[config.mk]
export PLATFORM = sky130hd
export DESIGN_NAME = hibWakeCtrl
export DESIGN_NICKNAME = d
export VERILOG_FILES = /design/src/rtl/hibWakePkg.sv /design/src/rtl/hibWakeDatapath.sv /design/src/rtl/hibWakeFsm.sv /design/src/rtl/hibWakeCtrl.sv
export SDC_FILE = /design/constraint.sdc
export NUM_CORES = 1
export LEC_CHECK = 0
export BUFFER_PORTS_ARGS = -buffer_cell sky130_fd_sc_hd__buf_2
export CORE_MARGIN = 5
export CORE_UTILIZATION = 25
export DETAILED_ROUTE_END_ITERATION = 10
export PLACE_DENSITY = 0.41
export SYNTH_ARGS = -nofsm -noshare
export SYNTH_HDL_FRONTEND = slang
export SYNTH_SLANG_ARGS = --single-unit
[constraint.sdc]
create_clock -name clk -period 2.74 [get_ports clk]
set_input_delay 0.274 -clock clk [delete_from_list [all_inputs] [get_ports clk]]
set_output_delay 0.274 -clock clk [all_outputs]
set_load 0.01 [all_outputs]
[src/rtl/hibWakePkg.sv]
package hibWakePkg;

  typedef enum logic [1:0] {
    ST_ACTIVE    = 2'd0,
    ST_ENTERING  = 2'd1,
    ST_HIBERNATE = 2'd2,
    ST_WAKING    = 2'd3
  } hibState_t;

  localparam int SRC_W = 2;
  localparam logic [SRC_W-1:0] SRC_BUTTON = 2'd0;
  localparam logic [SRC_W-1:0] SRC_PACK   = 2'd1;
  localparam logic [SRC_W-1:0] SRC_TIMER  = 2'd2;
  localparam logic [SRC_W-1:0] SRC_NONE   = 2'd3;

  // control -> datapath
  typedef struct packed {
    logic loadTimer;
    logic clrDebounce;
    logic run;
  } ctrlStrobe_t;

  // datapath -> control
  typedef struct packed {
    logic buttonHit;
    logic packHit;
    logic timerHit;
  } wakeHits_t;

endpackage

[src/rtl/hibWakeDatapath.sv]
module hibWakeDatapath
  import hibWakePkg::*;
#(
  parameter int TIMER_W        = 16,
  parameter int DEBOUNCE_TICKS = 3,
  parameter int SYNC_STAGES    = 2
) (
  input  logic               clk,
  input  logic               rstN,
  input  ctrlStrobe_t        strobe,
  input  logic               pbActiveLow,
  input  logic [TIMER_W-1:0] timerPeriod,
  input  logic               pbIn,
  input  logic               packDetect,
  input  logic               slowTick,
  output wakeHits_t          hits
);

  localparam int DEB_W = $clog2(DEBOUNCE_TICKS + 1);
  localparam logic [DEB_W-1:0] DEB_LAST = DEB_W'(DEBOUNCE_TICKS);

  logic [SYNC_STAGES-1:0] pbSync;
  logic [SYNC_STAGES-1:0] packSync;
  logic                   pbLevel;
  logic [DEB_W-1:0]       debCnt;
  logic [TIMER_W-1:0]     timerCnt;

  // synchronisers for the two asynchronous inputs
  always_ff @(posedge clk or negedge rstN) begin
    if (!rstN) begin
      pbSync   <= '0;
      packSync <= '0;
    end else begin
      pbSync   <= {pbSync[SYNC_STAGES-2:0], pbIn};
      packSync <= {packSync[SYNC_STAGES-2:0], packDetect};
    end
  end

  assign pbLevel = pbSync[SYNC_STAGES-1] ^ pbActiveLow;

  // debounce: consecutive asserted ticks, restart on any release
  always_ff @(posedge clk or negedge rstN) begin
    if (!rstN) begin
      debCnt <= '0;
    end else if (strobe.clrDebounce || !pbLevel) begin
      debCnt <= '0;
    end else if (strobe.run && slowTick && (debCnt != DEB_LAST)) begin
      debCnt <= debCnt + 1'b1;
    end
  end

  // wake timer: reload on entry, count down on slow tick
  always_ff @(posedge clk or negedge rstN) begin
    if (!rstN) begin
      timerCnt <= '0;
    end else if (strobe.loadTimer) begin
      timerCnt <= timerPeriod;
    end else if (strobe.run && slowTick && (timerCnt != '0)) begin
      timerCnt <= timerCnt - 1'b1;
    end
  end

  always_comb begin
    hits.buttonHit = strobe.run && (debCnt == DEB_LAST);
    hits.packHit   = strobe.run && packSync[SYNC_STAGES-1];
    hits.timerHit  = strobe.run && (timerCnt == '0);
  end

endmodule

[src/rtl/hibWakeFsm.sv]
module hibWakeFsm
  import hibWakePkg::*;
(
  input  logic             clk,
  input  logic             rstN,
  input  logic             enterWr,
  input  logic [SRC_W-1:0] wakeSel,
  input  logic             pbWakeEn,
  input  wakeHits_t        hits,
  output ctrlStrobe_t      strobe,
  output logic             hibActive,
  output logic             enterBit,
  output logic [SRC_W-1:0] wakeCause
);

  hibState_t        state;
  logic [SRC_W-1:0] selLatched;
  logic             cfgValid;
  logic             wakeEvt;

  always_comb begin
    unique case (wakeSel)
      SRC_BUTTON: cfgValid = pbWakeEn;
      SRC_PACK:   cfgValid = 1'b1;
      SRC_TIMER:  cfgValid = 1'b1;
      default:    cfgValid = 1'b0;
    endcase
  end

  always_comb begin
    unique case (selLatched)
      SRC_BUTTON: wakeEvt = hits.buttonHit;
      SRC_PACK:   wakeEvt = hits.packHit;
      SRC_TIMER:  wakeEvt = hits.timerHit;
      default:    wakeEvt = 1'b0;
    endcase
  end

  always_ff @(posedge clk or negedge rstN) begin
    if (!rstN) begin
      state      <= ST_ACTIVE;
      selLatched <= SRC_NONE;
      enterBit   <= 1'b0;
      wakeCause  <= SRC_NONE;
    end else begin
      unique case (state)
        ST_ACTIVE: begin
          if (enterWr && cfgValid) begin
            state      <= ST_ENTERING;
            enterBit   <= 1'b1;
            selLatched <= wakeSel;
          end
        end
        ST_ENTERING:  state <= ST_HIBERNATE;
        ST_HIBERNATE: if (wakeEvt) state <= ST_WAKING;
        ST_WAKING: begin
          state     <= ST_ACTIVE;
          enterBit  <= 1'b0;
          wakeCause <= selLatched;
        end
        default: state <= ST_ACTIVE;
      endcase
    end
  end

  always_comb begin
    strobe.loadTimer   = (state == ST_ENTERING);
    strobe.clrDebounce = (state == ST_ENTERING);
    strobe.run         = (state == ST_HIBERNATE);
  end

  assign hibActive = (state == ST_HIBERNATE);

endmodule

[src/rtl/hibWakeCtrl.sv]
module hibWakeCtrl
  import hibWakePkg::*;
#(
  parameter int TIMER_W        = 16,
  parameter int DEBOUNCE_TICKS = 3,
  parameter int SYNC_STAGES    = 2
) (
  input  logic               clk,
  input  logic               rstN,
  input  logic               enterWr,
  input  logic [1:0]         wakeSel,
  input  logic               pbWakeEn,
  input  logic               pbActiveLow,
  input  logic [TIMER_W-1:0] timerPeriod,
  input  logic               pbIn,
  input  logic               packDetect,
  input  logic               slowTick,
  output logic               hibActive,
  output logic               enterBit,
  output logic [1:0]         wakeCause
);

  ctrlStrobe_t strobe;
  wakeHits_t   hits;
  logic        polLatched;

  // polarity captured at entry so it cannot change mid-hibernate
  always_ff @(posedge clk or negedge rstN) begin
    if (!rstN)                          polLatched <= 1'b0;
    else if (!enterBit && !hibActive)   polLatched <= pbActiveLow;
  end

  hibWakeFsm u_fsm (
    .clk       (clk),
    .rstN      (rstN),
    .enterWr   (enterWr),
    .wakeSel   (wakeSel),
    .pbWakeEn  (pbWakeEn),
    .hits      (hits),
    .strobe    (strobe),
    .hibActive (hibActive),
    .enterBit  (enterBit),
    .wakeCause (wakeCause)
  );

  hibWakeDatapath #(
    .TIMER_W        (TIMER_W),
    .DEBOUNCE_TICKS (DEBOUNCE_TICKS),
    .SYNC_STAGES    (SYNC_STAGES)
  ) u_dp (
    .clk         (clk),
    .rstN        (rstN),
    .strobe      (strobe),
    .pbActiveLow (polLatched),
    .timerPeriod (timerPeriod),
    .pbIn        (pbIn),
    .packDetect  (packDetect),
    .slowTick    (slowTick),
    .hits        (hits)
  );

endmodule

==> Word-level counts from Yosys, hierarchy flattened <==
Cells that the tools add are included.
{ "op_classes": {"mul": 0, "shifts": 0, "mux": 11, "n_eq_ne": 11, "n_reduce_logical": 24, "add_sub_neg": 2, "bitwise_logic": 1, "order_cmp": 0, "n_div": 0} }
{ "op_table": {"columns": ["operator", "n"], "rows": [
  ["2-to-1 mux 16 bit", 2],
  ["logical NOT 16 bit", 1],
  ["nonzero test 16 bit", 1],
  ["subtractor 16 x 1 -> 16 bit (second input constant)", 1],
  ["equality test 2 bit (second input constant)", 5],
  ["logical AND 1 bit", 8],
  ["2-to-1 mux 2 bit", 4],
  ["one-hot mux 2 bit (4 select lines)", 1],
  ["equality test 2 x 1 -> 1 bit (second input constant)", 3],
  ["logical NOT 2 bit", 3],
  ["AND reduction 2 bit", 3],
  ["nonzero test 2 bit", 3],
  ["!= test 2 x 1 -> 1 bit (second input constant)", 2],
  ["one-hot mux 1 bit (2 select lines)", 2],
  ["logical NOT 1 bit", 3],
  ["one-hot mux 1 bit (3 select lines)", 1],
  ["adder 2 x 1 -> 2 bit (second input constant)", 1],
  ["!= test 2 bit (second input constant)", 1],
  ["OR reduction 2 bit", 1],
  ["logical OR 1 bit", 1],
  ["2-to-1 mux 1 bit", 1],
  ["XOR 1 bit", 1]
]} }
{ "word_totals": {"memories": 0, "input_bits": 26, "rom_bits": 0, "latchBits": 0, "regBits": 30, "mem_bits_rw": 0} }

==> Logic depth before layout (Yosys ltp) <==
Gate-level depths: netlist of run 1.
{ "logic_depth": {"depth_word": 6, "mapped_depth": 7} }

==> Cells and area by module <==
A second synthesis of run 1 with hierarchy kept.
{ "hier_totals": {"hier_cells": 191, "hier_area_um2": 1871.8} }
{ "by_module_without_submodules": {"columns": ["mod", "instances", "cells_each", "area_per_inst_um2"], "rows": [
  ["hibWakeDatapath", 1, 148, 1343.8],
  ["hibWakeFsm", 1, 40, 488.0],
  ["hibWakeCtrl", 1, 3, 40.0]
]} }

==> Worst setup path before layout of run 1 <==
OpenSTA, ideal clock, no wires.
{ "synth_path": {"path_kind": "reg-to-reg", "start": "reg u_dp.timerCnt[4]", "end": "reg u_fsm.state[1]", "arrival_time_ns": 1.978, "period_less_slack_ns": 2.105, "setup_ns": 0.128, "path_stages_with_launch": 6, "path_slack_ns": 0.635, "path_cell_list": "dfrtp_1 -> or4_4 -> nor4_4 -> nand3_2 -> a31oi_2 -> mux2_1"} }
{ "synth_via": {"elab_chain_cells": 5} }
{ "synth_rtl": {"columns": ["item", "line", "rtl"], "rows": [
  ["start: declaration", "hibWakeDatapath.sv:26", "logic [TIMER_W-1:0] timerCnt;"],
  ["start signal: assignment", "hibWakeDatapath.sv:57", "timerCnt <= timerPeriod;"],
  ["start signal: assignment", "hibWakeDatapath.sv:59", "timerCnt <= timerCnt - 1'b1;"],
  ["logical NOT 16 bit", "hibWakeDatapath.sv:66", "hits.timerHit = strobe.run && (timerCnt == '0);"],
  ["logical AND 1 bit", "hibWakeDatapath.sv:66", null],
  ["one-hot mux 1 bit (3 select lines)", "hibWakeFsm.sv:31", "unique case (selLatched)"],
  ["!= test 2 x 1 -> 1 bit (no line)", null, null],
  ["AND reduction 2 bit (no line)", null, null],
  ["end signal: assignment", "hibWakeFsm.sv:41", "state <= ST_ACTIVE;"],
  ["end signal: assignment", "hibWakeFsm.sv:49", "state <= ST_ENTERING;"],
  ["end signal: assignment", "hibWakeFsm.sv:54", "ST_ENTERING: state <= ST_HIBERNATE;"],
  ["end: declaration", "hibWakeFsm.sv:16", "hibState_t state;"]
]} }
No other way between the ends.
A chain may end at the register's enable or synchronous reset.

==> Worst setup path after layout of run 1 <==
Same ends and word-level chain as after synthesis.

==> results of run 1 <==
## cell usage in the layout (no fill, tap or decap), types with 3 or more instances in the layout
cell	instances
nor2b_1	3
a21oi_1	6
clkbuf_8	8
nor2_1	9
o21ai_0	16
inv_1	9
nand4_1	3
xnor2_1	6
dfstp_2	4
ha_1	13
dfrtp_1	26
xor2_1	7
nor3_1	3
buf_2	29
nand2_1	20
nand3_1	7
mux2_2	7
## kinds of logic (layout without fill, tap and decap cells)
group / after synthesis / after routing / synth area share, %
mux: 10 / 10 / 6.40
compound gates: 29 / 29 / 10.3
flops: 30 / 30 / 44.0
simple gates: 62 / 62 / 20.7
fa+ha+maj: 13 / 13 / 9.46
xor+xnor: 13 / 13 / 6.62
buf+inv: 12 / 48 / 2.62
## flip-flops by register name (all words and copies together) (netlist names)
signal	cells
u_dp.timerCnt	16
u_dp.debCnt	2
u_dp.packSync	2
u_dp.pbSync	2
u_fsm.selLatched	2
u_fsm.state	2
u_fsm.wakeCause	2
polLatched	1
u_fsm.enterBit	1
## metrics by stage
step / power (mW) / area, µm² / setup WS (ps) / std cells / util, %
after CTS: 2.16 / 2080 / 468 / 285 / 30.8
final: 2.11 / 2080 / 504 / 285 / 30.8
after floorplan: 1.48 / 1720 / 635 / 169 / -
after global routing: 2.32 / 2080 / 352 / 285 / 30.8
after detailed placement: 1.72 / 1970 / 473 / 277 / 29.1
after global placement: 1.72 / 1970 / 517 / 277 / 29.1
## critical path, stage by stage (launching register included)
cell,delay [ps]
dfrtp_1,400
or4_4,570
nor4_4,460
nand3_2,130
a31oi_2,230
mux2_1,330
## layout make-up
type,instances,area [µm²]
fillers,725,4680
multi-input cells,127,918
flip-flops and latches,30,756
repair buffers,31,160
clock buffers,8,110
well taps,80,100
inverters,9,33.8
## per-layer routing
layer  track usage (%)  up-vias  part of all wire [%]
li1                  -      662                     -
met4              5.13        0                   2.5
met1              12.4      601                    49
met2              14.6       20                    46
met5                 0        -                     0
met3              2.03        6                   2.5
## worst max-delay path by stage
| stage | end | cells past startpoint | slack [ps] |
|---|---|---|---|
| after global routing | u_dp.timerCnt[14]$_DFFE_PN0P_ | 7 | 350 |
| after detailed placement | u_fsm.state[1]$_DFFE_PN0P_ | 5 | 470 |
| after CTS | u_fsm.state[1]$_DFFE_PN0P_ | 5 | 470 |
| after global placement | u_fsm.state[1]$_DFFE_PN0P_ | 5 | 520 |
| after floorplan | u_fsm.state[1]$_DFFE_PN0P_ | 5 | 630 |
| final | u_fsm.state[1]$_DFFE_PN0P_ | 5 | 500 |
## power by group
part | internal, mW | leakage [nW] | switching (mW)
clock | 0.253 | 0.0575 | 0.162
combinational | 0.415 | 0.488 | 0.436
sequential | 0.653 | 0.359 | 0.192
==> run_results.csv, run 1 <==
group,metric,value,unit
global_routing,grt_pass1_vias,1322,
yosys,async_flop_share,100,%
yosys,seq_area_frac_synth,44.0,%
floorplanning,num_rows,30,
setup_path,arrival,2400,ps
yosys,synth_ff_type,"dfrtp_1",
clock_network,cts-root-buf,"clkbuf_8",
drt,vias,1289,
final_layout,nNetsFinal,243,
floorplanning,dieWidth,92.9,µm
timing,period_share,81.6,%
timing,setup_violations,0,
clock_network,path_clk_slew,60,ps
global_routing,overflow,0,
place,hpwl,2740,µm
clock_network,post_cts_buffers,0,
job,maxCapViolCount,0,
clock_network,cts_inserted_buffers,5,
power_and_ir_drop,p_per_area,1020,mW/mm²
drt,wire_per_inst,12.9,µm
yosys,synth_cell_types,38,
clock_network,clk_latency,280,ps
setup_path,path_class,"flip-flop to flip-flop",
yosys,synth-edff-count,0,
power_and_ir_drop,vdd_drop_max,0.000249,V
floorplanning,fp.coreArea,0.00676,mm²
global_routing,track_usage,9.50,%
timing,worstMarginPinSlew,682,ps
setup_path,r2r_slack,500,ps
yosys,synth_top_area_cell,"dfrtp_1",
yosys,synth.top_cells.by_count,"dfrtp_1 (26), nand2_1 (20), o21ai_0 (16)",
drt,finalWirelength,3680,µm
setup_path,worstReg2RegEnd,"u_fsm.state[1]$_DFFE_PN0P_",
timing,layout_min_cycle_time,2240,ps
drt,drt-vias-per-instance,4.52,
setup_path,startpoint,"u_dp.timerCnt[4]$_DFFE_PN0P_",
clock_network,cts-htree-levels,2,
yosys,synthesis.area,0.00172,mm²
power_and_ir_drop,p_leak,0.904,nW
clock_network,clock_path_buffers,2,
yosys,synthTopCellsByArea,"dfrtp_1 (38%), ha_1 (9.5%), dfstp_2 (6.1%)",
outcome,outcome,"complete, no violations",
yosys,ys_seq_elements,30,
clock_network,cts_hold_buf,0,
yosys,syn_nets,208,
clock_network,cts_sinks,30,
yosys,synth_top_area_share,37.8,%
drt,drt_first_iter_violations,66,
timing,fin_skew,2.92,ps
setup_path,rr_startpoint,"u_dp.timerCnt[4]$_DFFE_PN0P_",
timing,rsz0062_at_grt,"false",
final_layout,drive_gt1_share,27.8,%
final_layout,syn_to_final_growth,20.9,%
timing,hold_slack,31.2,ps
final_layout,antenna_cells,0,
yosys,ys_warn_count,0,
min_path,hp-class,"primary input to async pin",
timing,fin_tns_setup,0,ps
yosys,syn_area_per_cell,10.2,µm²
place,gp_congestion,0.735,
clock_network,cts_tree,"yes",
setup_path,rr_worst_depth,5,
floorplanning,die_h,92.9,µm
setup_path,worstPathMaxFanout,7,
drt,drcViolationCount,0,
yosys,synth_most_common_cell,"dfrtp_1",
clock_network,ctsResizeCount,0,
floorplanning,die-area,0.00864,mm²
global_routing,grt_max_degree,31,
setup_path,worst_setup_path_end_kind,"flip-flop",
timing,timing.fmax,447,MHz
global_routing,grt_antenna_before_repair,0,
global_routing,grt_pass1_wl,6350,µm
drt,postRouteAntennaNets,0,
yosys,netlist_instances,169,
floorplanning,ios,30,
place,port_buffers,29,
timing,maxSlewViolCount,0,
floorplanning,initial_core_util,25.4,%
timing,finalHoldViolCount,0,
drt,dr.pass1.iters,4,
setup_path,cp-start-kind,"flip-flop",
timing,relSlewSlack,54.6,%
setup_path,required,2900,ps
Power figures use the tool's default switching activity.
==> run 2: changes to the inputs <==
--- a/config.mk
+++ b/config.mk
@@ -5,11 +5,12 @@
 export SDC_FILE = /design/constraint.sdc
 export NUM_CORES = 1
 export LEC_CHECK = 0
+export ABC_AREA = 1
 export BUFFER_PORTS_ARGS = -buffer_cell sky130_fd_sc_hd__buf_2
 export CORE_MARGIN = 5
 export CORE_UTILIZATION = 25
 export DETAILED_ROUTE_END_ITERATION = 10
-export PLACE_DENSITY = 0.41
+export PLACE_DENSITY = 0.42
 export SYNTH_ARGS = -nofsm -noshare
 export SYNTH_HDL_FRONTEND = slang
 export SYNTH_SLANG_ARGS = --single-unit
==> constraint.sdc (replaced) <==
create_clock -name clk -period 1.86 [get_ports clk]
set_input_delay 0.186 -clock clk [delete_from_list [all_inputs] [get_ports clk]]
set_output_delay 0.186 -clock clk [all_outputs]
set_load 0.01 [all_outputs]
==> run_results.csv, run 2 <==
group,metric,value,unit
drt,dr.pass1.iters,4,
drt,finalWirelength,4750,µm
yosys,synthesis.area,0.00201,mm²
clock_network,post_cts_buffers,0,
drt,postRouteAntennaNets,0,
timing,fin_tns_setup,0,ps
timing,setup_violations,0,
setup_path,path_class,"flip-flop to flip-flop",
job,maxCapViolCount,0,
global_routing,overflow,0,
global_routing,grt_pass1_wl,8340,µm
timing,maxSlewViolCount,0,
setup_path,critical_path.most_common_cell,"inv_1",
yosys,synth-edff-count,0,
clock_network,cts_sinks,30,
setup_path,required,2030,ps
global_routing,grt_pass1_vias,1767,
yosys,netlist_instances,253,
yosys,synth_top_area_cell,"dfrtp_1",
timing,layout_min_cycle_time,1680,ps
timing,relSlewSlack,51.1,%
final_layout,top_register,"u_dp.timerCnt",
floorplanning,fp.coreArea,0.00777,mm²
power_and_ir_drop,power_frac_comb,53.5,%
timing,timing.fmax,595,MHz
clock_network,clk_latency,280,ps
timing,rsz0062_at_grt,"false",
outcome,outcome,"complete, no violations",
final_layout,antenna_cells,0,
yosys,synthTopCellsByArea,"dfrtp_1 (32%), nand2_1 (13%), ha_1 (8.1%)",
floorplanning,num_rows,32,
power_and_ir_drop,p_leak,1.16,nW
global_routing,grt_max_degree,31,
yosys,synth_cell_types,34,
drt,drt_first_iter_violations,42,
place,port_buffers,29,
yosys,ys_seq_elements,30,
power_and_ir_drop,vdd_drop_max,0.000513,V
final_layout,nNetsFinal,328,
global_routing,track_usage,10.5,%
final_layout,largest_reg_flops,16,
yosys,synth.top_cells.by_count,"nand2_1 (67), nand3_1 (30), dfrtp_1 (26)",
clock_network,cts-root-buf,"clkbuf_8",
clock_network,cts_tree,"yes",
power_and_ir_drop,switching_power,1.82,mW
power_and_ir_drop,clkPwrFrac,14.4,%
clock_network,cts-htree-levels,2,
timing,hold_slack,135,ps
final_layout,finalInstanceArea,0.00238,mm²
place,gp_congestion,0.748,
timing,finalHoldViolCount,0,
timing,worstMarginPinSlew,734,ps
final_layout,drive_gt1_share,28.3,%
clock_network,clock_path_buffers,2,
yosys,synth_most_common_cell,"nand2_1",
setup_path,worstPathMaxFanout,21,
final_layout,seq_area,756,µm²
timing,period_share,90.4,%
power_and_ir_drop,power.total,3.89,mW
floorplanning,die-area,0.00993,mm²
drt,drt-vias-per-instance,4.37,
timing,fin_skew,6.11,ps
yosys,seq_area_frac_synth,37.6,%
drt,drcViolationCount,0,
min_path,hold_start,"timerPeriod[8]",
floorplanning,initial_core_util,25.9,%
final_layout,final_common_cell,"nand2_1",
power_and_ir_drop,p_per_area,1630,mW/mm²
final_layout,multi_input_area,0.00111,mm²
power_and_ir_drop,swShare,46.8,%
final_layout,fillCellCount,866,
setup_path,slowest_stage,"dfrtp_1",
floorplanning,dieWidth,99.7,µm
setup_path,rr_startpoint,"u_dp.timerCnt[0]$_DFFE_PN0P_",
floorplanning,die_h,99.7,µm
yosys,ys_warn_count,0,
power_and_ir_drop,p_int,2.07,mW
place,place_area,0.00226,mm²
yosys,synth_ff_type,"dfrtp_1",
yosys,syn_area_per_cell,7.94,µm²
min_path,hp-class,"primary input to flip-flop",
final_layout,syn_to_final_growth,18.6,%
final_layout,final_cell_mix,"nand2_1 (66), nand3_1 (30), buf_2 (29), dfrtp_1 (26), nor2_1 (24)",
yosys,synth_top_area_share,32.4,%
setup_path,worst_setup_path_end_kind,"flip-flop",
place,hpwl,3580,µm
yosys,async_flop_share,100,%
floorplanning,ios,30,
yosys,syn_nets,292,
setup_path,startpoint,"u_dp.timerCnt[0]$_DFFE_PN0P_",
setup_path,cp_cell_sequence,"inv_1 > ha_1 > inv_1 > nor2_1 > nand2_1 > nor2_2 > nand2_2 > nand3_4 > nand2_4 > o211ai_1 > o21ai_2",
clock_network,cts_inserted_buffers,5,
setup_path,crit_path_max_incr_delay,370,ps
setup_path,cp-start-kind,"flip-flop",
drt,vias,1714,
setup_path,arrival,1850,ps
drt,wire_per_inst,12.1,µm
power_and_ir_drop,seqPwrFrac,32.1,%
clock_network,path_clk_slew,70,ps
global_routing,grt_antenna_before_repair,0,
[run 2: cell types whose count changed in the layout (fill, tap and decap cells not counted), sizes merged, moves of 6 or more]
cell    delta
nand2     +50
nor2      +24
nand3     +23
inv       +15
mux2       -7
o211ai     +7
xor2       -6
[run 2: final timing paths]
kind / endpoint / slack, ps / depth (start not counted)
worst max register to register: u_dp.timerCnt[1]$_DFFE_PN0P_ / 180 / 11
min in group asynchronous: u_dp.timerCnt[5]$_DFFE_PN0P_ / 510 / 2
worst min-delay path: u_dp.timerCnt[8]$_DFFE_PN0P_ / 130 / 3
worst min register to register: u_dp.pbSync[1]$_DFF_PN0_ / 350 / 0
max in group asynchronous: polLatched$_DFFE_PN0P_ / 870 / 2
worst max-delay path: u_dp.timerCnt[1]$_DFFE_PN0P_ / 180 / 11
[run 2: layout make-up]
type                       instances  area share [%]
multi-input combinational        192            46.7
clock inverter                     1           0.210
sequential                        30            31.7
inverter                          24            3.78
timing repair buffer              36            8.61
clock buffer                       7            3.62
tap                              102            5.36
[run 2: per-stage QoR]
step                      setup WS, ps  utilization (%)  std cells
final                              179             30.7        392
after global routing              6.97             30.7        392
after CTS                          153             30.6        392
after detailed placement           159             29.1        381
after global placement             206             29.1        381
after floorplan                    396                -        253
[run 2: cell families after synthesis]
logic type      share of synthesized area (%)
simple gates                             33.9
compound gates                           11.8
buf+inv                                  7.16
flops                                    37.6
fa+ha+maj                                8.09
xor+xnor                                0.872
mux                                     0.560
[run 2: what timing repair did]
| action | CTS | global route |
|---|---|---|
| setup endpoints to repair | 0 | 1 |
| gates resized for setup | 0 | 1 |
| hold buffers | 3 | 0 |
| endpoints found under the hold margin | 28 | 0 |
[run 2: worst max-delay path: cells and delay by family (launching register included)]
family	cells	cell delay [ps]
and+or+nand+nor	6	600
adders and majority gates	1	160
DFF	1	370
AOI/OAI and AO/OA	2	240
buffers and inverters	2	190
[run 2: power groups by stage]
stage | Clock, mW | Combinational [mW] | Sequential [mW]
after floorplan | 0 | 1.71 | 1.20
after global placement | 0 | 2.10 | 1.27
after detailed placement | 0 | 2.12 | 1.27
after CTS | 0.585 | 2.13 | 1.26
after global routing | 0.624 | 2.42 | 1.29
final | 0.562 | 2.08 | 1.25
[run 2: metal layers]
layer / global-route usage (%) / share of wire (%) / vias up
met5: 0 / 0 / -
met4: 2.84 / 0.91 / 0
met3: 2.73 / 4.4 / 6
met2: 17.3 / 43 / 36
met1: 13.6 / 51 / 778
li1: - / - / 894
==> run 3: changes to the inputs <==
--- a/config.mk
+++ b/config.mk
@@ -11,6 +11,7 @@
 export CORE_UTILIZATION = 25
 export DETAILED_ROUTE_END_ITERATION = 10
 export PLACE_DENSITY = 0.42
+export RECOVER_POWER = 25
 export SYNTH_ARGS = -nofsm -noshare
 export SYNTH_HDL_FRONTEND = slang
 export SYNTH_SLANG_ARGS = --single-unit
==> run_results.csv, run 3 (synthesized netlist as in run 2, its figures left out) <==
group,metric,value,unit
final_layout,nNetsFinal,328,
timing,rsz0062_at_grt,"false",
power_and_ir_drop,vdd_drop_max,0.000513,V
floorplanning,fp.coreArea,0.00777,mm²
global_routing,grt_max_degree,31,
final_layout,largest_reg_flops,16,
drt,postRouteAntennaNets,0,
timing,worstMarginPinSlew,817,ps
min_path,hold_start,"timerPeriod[8]",
global_routing,grt_antenna_before_repair,0,
floorplanning,die_h,99.7,µm
global_routing,grt_pass1_vias,1767,
timing,timing.fmax,595,MHz
timing,period_share,90.4,%
timing,layout_min_cycle_time,1680,ps
power_and_ir_drop,power.total,3.89,mW
final_layout,multi_input_area,0.00111,mm²
drt,drt-vias-per-instance,4.37,
floorplanning,num_rows,32,
timing,setup_violations,0,
setup_path,worstPathMaxFanout,21,
global_routing,grt_pass1_wl,8340,µm
clock_network,clock_path_buffers,2,
final_layout,finalInstanceArea,0.00238,mm²
place,hpwl,3580,µm
clock_network,post_cts_buffers,0,
min_path,hp-class,"primary input to flip-flop",
final_layout,fillCellCount,867,
drt,drt_first_iter_violations,42,
floorplanning,die-area,0.00993,mm²
setup_path,worst_setup_path_end_kind,"flip-flop",
global_routing,track_usage,10.5,%
clock_network,cts-htree-levels,2,
final_layout,top_register,"u_dp.timerCnt",
clock_network,cts_sinks,30,
outcome,outcome,"complete, no violations",
timing,relSlewSlack,45.5,%
timing,fin_skew,6.11,ps
timing,fin_tns_setup,0,ps
setup_path,cp-start-kind,"flip-flop",
power_and_ir_drop,p_per_area,1630,mW/mm²
floorplanning,ios,30,
place,place_area,0.00226,mm²
drt,vias,1714,
power_and_ir_drop,p_leak,1.16,nW
job,maxCapViolCount,0,
floorplanning,initial_core_util,25.9,%
place,port_buffers,29,
setup_path,rr_startpoint,"u_dp.timerCnt[0]$_DFFE_PN0P_",
final_layout,seq_area,756,µm²
timing,maxSlewViolCount,0,
clock_network,path_clk_slew,70,ps
clock_network,cts_tree,"yes",
final_layout,syn_to_final_growth,18.5,%
final_layout,drive_gt1_share,27.9,%
timing,finalHoldViolCount,0,
global_routing,grt_use_met3,2.73,%
setup_path,arrival,1850,ps
final_layout,final_common_cell,"nand2_1",
clock_network,cts-root-buf,"clkbuf_8",
setup_path,startpoint,"u_dp.timerCnt[0]$_DFFE_PN0P_",
clock_network,clk_latency,280,ps
global_routing,busiest_layer,"met2",
floorplanning,dieWidth,99.7,µm
drt,finalWirelength,4750,µm
global_routing,grtUsageMet1,13.6,%
final_layout,antenna_cells,0,
final_layout,utilization,30.7,%
drt,dr.pass1.iters,4,
clock_network,cts_inserted_buffers,5,
place,gp_congestion,0.748,
global_routing,overflow,0,
final_layout,final_cell_mix,"nand2_1 (66), nand3_1 (30), buf_2 (27), dfrtp_1 (26), nor2_1 (24)",
drt,drcViolationCount,0,
setup_path,path_class,"flip-flop to flip-flop",
drt,wire_per_inst,12.1,µm
setup_path,required,2030,ps
global_routing,met2_usage,17.3,%
## run 3: cell types whose count changed in the layout (fill, tap and decap cells not counted), sizes merged
cell	change
buf	-2
clkbuf	+2
## run 3: layout make-up
class	instances	area share, %
Clock inverter	1	0.210
Clock buffer	7	3.63
Sequential cell	30	31.7
Multi-Input combinational cell	192	46.7
Inverter	24	3.78
Tap cell	102	5.36
Timing Repair Buffer	36	8.57
## run 3: what timing repair did
action | CTS | global route
resized for setup | 0 | 1
hold endpoints to repair | 28 | 0
endpoints found under the setup margin | 0 | 1
hold buffers | 3 | 0
## run 3: path summary, 6_finish.rpt
| path | endpoint | slack, ps | cells after the start |
|---|---|---|---|
| setup / recovery | u_dp.timerCnt[1]$_DFFE_PN0P_ | 180 | 11 |
| hold / removal | u_dp.timerCnt[8]$_DFFE_PN0P_ | 130 | 3 |
| setup reg to reg | u_dp.timerCnt[1]$_DFFE_PN0P_ | 180 | 11 |
| hold reg to reg | u_dp.pbSync[1]$_DFF_PN0_ | 350 | 0 |
| max in group asynchronous | polLatched$_DFFE_PN0P_ | 800 | 2 |
| min in group asynchronous | u_dp.timerCnt[5]$_DFFE_PN0P_ | 540 | 2 |
## run 3: power by group
group	switching (mW)	total [mW]	internal, mW
registers	0.284	1.25	0.966
clock network	0.263	0.562	0.299
logic	1.27	2.08	0.806
total	1.82	3.89	2.07
## run 3: metrics by stage
step / hold slack (ps) / instances / setup WS [ps]
finish: 135 / 392 / 179
global route: 135 / 392 / 6.97
CTS: 126 / 392 / 153
detailed placement: 298 / 381 / 159
global placement: 296 / 381 / 206
floorplan: -110 / 253 / 396
## run 3: worst max-delay path, stage by stage (launching register included)
cell and delay, ps:
dfrtp_1 370, inv_1 150, ha_1 160, inv_1 40, nor2_1 70, nand2_1 60
nor2_2 130, nand2_2 80, nand3_4 70, nand2_4 190, o211ai_1 170, o21ai_2 70
## run 3: metal layers
layer	part of all wire [%]	vias to the layer above
met5	0	-
met4	0.91	0
met3	4.6	6
met2	43	36
met1	51	778
li1	-	894
